### src/rtl/adc_spi_pkg.sv
package adc_spi_pkg;

  typedef enum logic [3:0] {
    V10_CH1, V10_CH2, V10_CH4, V10_CH8,
    V12_CH1, V12_CH2, V12_CH4, V12_CH8,
    V13_DIFF
  } variant_e;

  typedef enum logic [1:0] {ST_IDLE, ST_XFER, ST_GAP} state_e;

  function automatic int unsigned num_inputs(variant_e v);
    case (v)
      V10_CH2, V12_CH2: return 2;
      V10_CH4, V12_CH4: return 4;
      V10_CH8, V12_CH8: return 8;
      default:          return 1;
    endcase
  endfunction

  function automatic bit is_10bit(variant_e v);
    return (v == V10_CH1) || (v == V10_CH2) || (v == V10_CH4) || (v == V10_CH8);
  endfunction

endpackage

### src/rtl/adc_spi_clkgen.sv
module adc_spi_clkgen #(
  parameter int CLK_DIV = 4
) (
  input  logic clk_i,
  input  logic rst_ni,
  input  logic run_i,
  output logic sclk_o,
  output logic rise_o,
  output logic fall_o
);
  localparam int HALF = CLK_DIV / 2;
  localparam int PH_W = (CLK_DIV > 2) ? $clog2(CLK_DIV) : 1;

  logic [PH_W-1:0] ph_q;

  assign rise_o = run_i && (ph_q == PH_W'(HALF - 1));
  assign fall_o = run_i && (ph_q == PH_W'(CLK_DIV - 1));

  always_ff @(posedge clk_i or negedge rst_ni) begin
    if (!rst_ni) begin
      ph_q   <= '0;
      sclk_o <= 1'b0;
    end else if (!run_i) begin
      ph_q   <= '0;
      sclk_o <= 1'b0;
    end else begin
      ph_q <= fall_o ? '0 : ph_q + 1'b1;
      if (rise_o)      sclk_o <= 1'b1;
      else if (fall_o) sclk_o <= 1'b0;
    end
  end


  low_before_rise_chk: assert property (@(posedge clk_i) disable iff (!rst_ni)
    rise_o |-> !sclk_o);


  high_before_fall_chk: assert property (@(posedge clk_i) disable iff (!rst_ni)
    fall_o |-> sclk_o);

endmodule

### src/rtl/adc_spi_cmd.sv
module adc_spi_cmd
  import adc_spi_pkg::*;
#(
  parameter variant_e VARIANT = V12_CH8
) (
  input  logic [2:0] chan_i,
  input  logic       diff_i,
  output logic [7:0] cmd_o
);
  localparam int unsigned NIN = num_inputs(VARIANT);

  logic unused_in;
  assign unused_in = ^{chan_i, diff_i};

  generate
    if (NIN == 1) begin : g_none
      assign cmd_o = 8'h00;
    end else if (NIN == 2) begin : g_two
      assign cmd_o = {3'b000, 1'b1, ~diff_i, chan_i[0], 2'b00};
    end else begin : g_wide
      assign cmd_o = {1'b0, 1'b1, ~diff_i, chan_i, 2'b00};
    end
  endgenerate

endmodule

### src/rtl/adc_spi_align.sv
module adc_spi_align
  import adc_spi_pkg::*;
#(
  parameter variant_e VARIANT = V12_CH8,
  parameter int       OUT_W   = 16
) (
  input  logic [15:0]      rx_i,
  output logic [OUT_W-1:0] data_o
);
  localparam int unsigned NIN = num_inputs(VARIANT);
  localparam bit          R10 = is_10bit(VARIANT);

  logic [7:0]  b0, b1;
  logic [15:0] raw;
  logic        unused_rx;

  assign b0 = rx_i[15:8];
  assign b1 = rx_i[7:0];
  assign unused_rx = ^rx_i;

  generate
    if (VARIANT == V13_DIFF) begin : g_signed
      assign raw    = {3'b000, b0[4:0], b1};
      assign data_o = {{(OUT_W-13){raw[12]}}, raw[12:0]};
    end else begin : g_unsigned
      if (NIN == 1 && R10) begin : g_s10
        assign raw = {3'b000, b0, b1[7:3]};
      end else if (NIN == 1) begin : g_s12
        assign raw = {1'b0, b0, b1[7:1]};
      end else if (R10) begin : g_m10
        assign raw = {6'b0, b0, b1[7:6]};
      end else begin : g_m12
        assign raw = {4'b0, b0, b1[7:4]};
      end
      assign data_o = {{(OUT_W-16){1'b0}}, raw};
    end
  endgenerate

endmodule

### src/rtl/adc_spi_reader.sv
module adc_spi_reader
  import adc_spi_pkg::*;
#(
  parameter variant_e VARIANT = V12_CH8,
  parameter int       CLK_DIV = 4,
  parameter int       OUT_W   = 16
) (
  input  logic             clk_i,
  input  logic             rst_ni,
  input  logic             req_i,
  input  logic [2:0]       chan_i,
  input  logic             diff_i,
  output logic             busy_o,
  output logic             valid_o,
  output logic [OUT_W-1:0] data_o,
  output logic             err_o,
  output logic             sclk_o,
  output logic             cs_no,
  output logic             mosi_o,
  input  logic             miso_i
);
  localparam int unsigned NIN   = num_inputs(VARIANT);
  localparam int          NBITS = (NIN > 1) ? 24 : 16;
  localparam int          CNT_W = $clog2(NBITS);
  localparam int          PH_W  = (CLK_DIV > 2) ? $clog2(CLK_DIV) : 1;

  state_e           state_q;
  logic [CNT_W-1:0] bit_cnt_q;
  logic [PH_W-1:0]  gap_q;
  logic [7:0]       tx_q;
  logic [15:0]      rx_q;
  logic [OUT_W-1:0] data_q;
  logic             cs_n_q, valid_q, err_q;
  logic             rise, fall, run, chan_bad;
  logic [7:0]       cmd;
  logic [OUT_W-1:0] aligned;

  assign run      = (state_q == ST_XFER);
  assign chan_bad = (32'(chan_i) >= NIN);

  adc_spi_clkgen #(.CLK_DIV(CLK_DIV)) u_clk (
    .clk_i, .rst_ni, .run_i(run), .sclk_o, .rise_o(rise), .fall_o(fall)
  );

  adc_spi_cmd #(.VARIANT(VARIANT)) u_cmd (
    .chan_i, .diff_i, .cmd_o(cmd)
  );

  adc_spi_align #(.VARIANT(VARIANT), .OUT_W(OUT_W)) u_align (
    .rx_i(rx_q), .data_o(aligned)
  );

  always_ff @(posedge clk_i or negedge rst_ni) begin
    if (!rst_ni) begin
      state_q   <= ST_IDLE;
      cs_n_q    <= 1'b1;
      bit_cnt_q <= '0;
      gap_q     <= '0;
      tx_q      <= '0;
      rx_q      <= '0;
      data_q    <= '0;
      valid_q   <= 1'b0;
      err_q     <= 1'b0;
    end else begin
      valid_q <= 1'b0;
      err_q   <= 1'b0;
      unique case (state_q)
        ST_IDLE: if (req_i) begin
          if (chan_bad) begin
            err_q <= 1'b1;
          end else begin
            state_q   <= ST_XFER;
            cs_n_q    <= 1'b0;
            bit_cnt_q <= '0;
            tx_q      <= cmd;
            rx_q      <= '0;   // no stale bits into the result
          end
        end
        ST_XFER: begin
          if (rise) rx_q <= {rx_q[14:0], miso_i};
          if (fall) begin
            if (bit_cnt_q == CNT_W'(NBITS - 1)) begin
              state_q <= ST_GAP;
              cs_n_q  <= 1'b1;
              gap_q   <= '0;
              valid_q <= 1'b1;
              data_q  <= aligned;
            end else begin
              bit_cnt_q <= bit_cnt_q + 1'b1;
              tx_q      <= {tx_q[6:0], 1'b0};
            end
          end
        end
        ST_GAP: begin
          if (gap_q == PH_W'(CLK_DIV - 1)) state_q <= ST_IDLE;
          else                             gap_q   <= gap_q + 1'b1;
        end
        default: state_q <= ST_IDLE;
      endcase
    end
  end

  assign busy_o  = (state_q != ST_IDLE);
  assign valid_o = valid_q;
  assign data_o  = data_q;
  assign err_o   = err_q;
  assign cs_no   = cs_n_q;
  assign mosi_o  = tx_q[7];


  sclk_idle_low_chk: assert property (@(posedge clk_i) disable iff (!rst_ni)
    cs_n_q |-> !sclk_o);


  mosi_quiet_chk: assert property (@(posedge clk_i) disable iff (!rst_ni)
    cs_n_q |-> !mosi_o);


  valid_at_release_chk: assert property (@(posedge clk_i) disable iff (!rst_ni)
    valid_o |-> $rose(cs_n_q));


  valid_single_chk: assert property (@(posedge clk_i) disable iff (!rst_ni)
    valid_o |=> !valid_o);


  cs_fall_from_idle_chk: assert property (@(posedge clk_i) disable iff (!rst_ni)
    $fell(cs_n_q) |-> $past(!busy_o && req_i));


  gap_busy_chk: assert property (@(posedge clk_i) disable iff (!rst_ni)
    $rose(cs_n_q) |=> (busy_o && cs_n_q));


  err_no_xfer_chk: assert property (@(posedge clk_i) disable iff (!rst_ni)
    err_o |-> (cs_n_q && !busy_o && !valid_o));


  sign_ext_chk: assert property (@(posedge clk_i) disable iff (!rst_ni)
    (valid_o && VARIANT == V13_DIFF) |-> (data_o[OUT_W-1] == data_o[12]));

endmodule

### config.mk
export PLATFORM = sky130hd
export DESIGN_NAME = adc_spi_reader
export DESIGN_NICKNAME = d
export VERILOG_FILES = /design/src/rtl/adc_spi_pkg.sv /design/src/rtl/adc_spi_clkgen.sv /design/src/rtl/adc_spi_cmd.sv /design/src/rtl/adc_spi_align.sv /design/src/rtl/adc_spi_reader.sv
export SDC_FILE = /design/constraint.sdc
export NUM_CORES = 1
export LEC_CHECK = 0
export BUFFER_PORTS_ARGS = -buffer_cell sky130_fd_sc_hd__buf_2
export CAP_MARGIN = 5
export CELL_PAD_IN_SITES_DETAIL_PLACEMENT = 0
export CELL_PAD_IN_SITES_GLOBAL_PLACEMENT = 2
export CORE_ASPECT_RATIO = 1.25
export CORE_MARGIN = 10
export CORE_UTILIZATION = 30
export CTS_CLUSTER_DIAMETER = 150
export CTS_CLUSTER_SIZE = 10
export DETAILED_ROUTE_END_ITERATION = 16
export GPL_TIMING_DRIVEN = 0
export PLACE_DENSITY_LB_ADDON = 0.1
export SLEW_MARGIN = 20
export SYNTH_ARGS = -nofsm -noshare
export SYNTH_HDL_FRONTEND = slang
export SYNTH_SLANG_ARGS = --single-unit
### constraint.sdc
create_clock -name clk_i -period 5.25 [get_ports clk_i]
set_input_delay 0.2625 -clock clk_i [delete_from_list [all_inputs] [get_ports clk_i]]
set_output_delay 0.2625 -clock clk_i [all_outputs]
set_load 0.1 [all_outputs]
==> metrics <==
status finished with violations; failing checks negative hold slack; pre-CTS WS 3.24 ns; Final WS setup 3.25 ns; Clk Latency, worst-skew pair 0.30 ns; Synth Register Bits 48; row count 34; Mapped Cells 193; CTS Sinks 48; Post-CTS Setup Inserts 0; Seq/Total Area, Yosys 56.7%; initial core utilization 30.6%; placed cells 311; max-cap check violation count 0; R2R cell count 5; Critical Path Max Stage Delay 0.45 ns; drt drc 0; vias in the first global route 1575; clk buf depth 2; hold crit path type in2async; Yosys warnings 0; commonest non-fill, non-tap cell in the layout dfrtp_1; initial DRC count 46; Worst R2R Start u_clk.ph_q[0]$_DFF_PN0_; # diodes 0; fillers 716; Die H 114 um; CTS tree built; CTS Buf Count 5; unrepaired setup endpoints after global routing false; PortBufs 24; clk_skew 0.00398 ns; net count reported at finish 240; Routed WL 4560 um; Multi-input gate area 815 um2; initial antenna violation count 0; via count 1477; CP Capture Type register; worst endpoint required time 5.44 ns; FMAX 501 MHz; drt wl/cell 14.3 um; Power Density 476 mW/mm2; CTS resizes 0; Post-Syn Area 0.00212 mm2; GRT overflow 0; die footprint 0.0108 mm2; synth top area cells dfrtp_1 (55%), o21ai_0 (5.9%), nand2_1 (5.7%); fin crit period 2.00 ns; top cell type's share of synthesized area 55.5%; sequential cell area 0.00120 mm2; total power 1180 uW; flop2flop setup slack 3.25 ns; maximum vdd ir drop 0.000154 V; Yosys cell types 32; Critical Path Start u_clk.ph_q[0]$_DFF_PN0_; vias per cell 4.63; Root Buffer clkbuf_8; Final Non-Filler Cells 319; RR Endpoint data_o[9]$_DFFE_PN0P_; crit path kind reg2reg; first-pass GRT wire length 7910 um; DR pass1 iterations 4; layout cells sized above 1 25.8%; Leak 0.00128 uW; Final setup viols 0; post-cts hold buffer count 0; Worst Path Arrival 2.18 ns; Tcrit/Tclk final 38.0%; Max transition margin 54.4%; most frequent cells in the layout dfrtp_1 (47), nand2_1 (32), o21ai_0 (25); Max Fanout on Critical Path 10; Area Overhead vs Synth 17.5%; Final Max Tran Viols 0; Hold Slack -0.0385 ns; area of the core 0.00693 mm2; cell chain of the critical path ha_1, inv_1, nor3_4, buf_8, mux2_4; clock slew at reported path FFs 0.09 ns; CTS H-tree depth 2; CP max stage cell nor3_4; area of placed instances 0.00237 mm2; GPL Wtd Cong 0.682; I/O pins 30; post-route cell area 0.00249 mm2; Yosys top cell by area dfrtp_1; syn avg cell area 11.0 um2; Die Wd 95.2 um; final hold viol count 46; gr usage total 9.22%; setup tns final 0 ns; worst slew pin tran 0.682 ns; largest net degree at the start of global routing 49; Startpoint Class register; HPWL reported at the end of detailed placement 3260 um; Routed Antenna Nets 0
-- registers in the layout (all words and copies together), names as in the netlist --
signal,count
valid_o,1
data_o,12
state_q,2
cs_no,1
gap_q,2
bit_cnt_q,5
u_clk.ph_q,2
u_clk.sclk_o,1
tx_q,6
rx_q,16
-- stage by stage --
| step | hold slack, ns | util (%) |
|---|---|---|
| floorplan | -0.0331 | - |
| global placement | 0.458 | 34.1 |
| detailed placement | 0.475 | 34.1 |
| CTS | 0.162 | 35.9 |
| global route | 0.0182 | 35.9 |
| finish | -0.0385 | 35.9 |
-- per-layer routing --
layer / routed length (um) / track usage (%)
met2: 2360 / 15.9
met3: 180 / 2.76
met4: 49 / 3.00
met1: 1970 / 10.5
met5: 0 / 0
-- cell families after synthesis --
logic type	count (synthesis)	synth area share [%]
adders and majority gates	4	2.36
DFF	48	56.7
and+or+nand+nor	68	15.1
AOI/OAI and AO/OA	36	9.62
buffers and inverters	18	5.55
muxes	18	10.5
other	1	0.177
-- worst max-delay path by stage --
stage | cells after the start | end | slack, ns
2_1_floorplan | 5 | data_o[10]$_DFFE_PN0P_ | 3.60
3_3_place_gp | 5 | data_o[5]$_DFFE_PN0P_ | 3.29
3_5_place_dp | 5 | data_o[8]$_DFFE_PN0P_ | 3.24
4_1_cts | 5 | data_o[8]$_DFFE_PN0P_ | 3.21
5_1_grt | 5 | data_o[6]$_DFFE_PN0P_ | 3.13
6_report | 5 | data_o[9]$_DFFE_PN0P_ | 3.25
-- cell type report --
| cell class | count | share of cell area [%] |
|---|---|---|
| sequential | 48 | 48.3 |
| multi-input combinational | 131 | 32.7 |
| timing repair buffer | 24 | 4.92 |
| tap | 90 | 4.52 |
| buffer | 15 | 4.27 |
| clock buffer | 6 | 3.31 |
| clock inverter | 2 | 1.56 |
| inverter | 3 | 0.452 |
-- critical path: cells and delay by family, from the launching register on --
| kind | cells | cell delay, ns |
|---|---|---|
| AND/OR/NAND/NOR | 1 | 0.45 |
| buffers and inverters | 2 | 0.41 |
| flip-flops | 1 | 0.39 |
| adder cells (fa/ha/maj) | 1 | 0.33 |
| multiplexers | 1 | 0.30 |
-- synth_stat cells, drive strengths merged --
cell type / n
dfrtp: 47
nand2: 32
o21ai: 25
nand3: 19
mux2: 13
buf: 11
nor2: 8
mux2i: 5
a21oi: 4
clkbuf: 4
ha: 4
inv: 3
nor3: 3
a21o: 2
nand2b: 2
a2111oi: 1
a211oi: 1
a22o: 1
a31oi: 1
and3: 1
conb: 1
dfstp: 1
nand4b: 1
nor2b: 1
nor3b: 1
o22ai: 1
-- power breakdown --
part	switching, uW	internal (uW)
logic	258	111
registers	68.5	467
clock network	125	156
(Power assumes the default switching activity.)
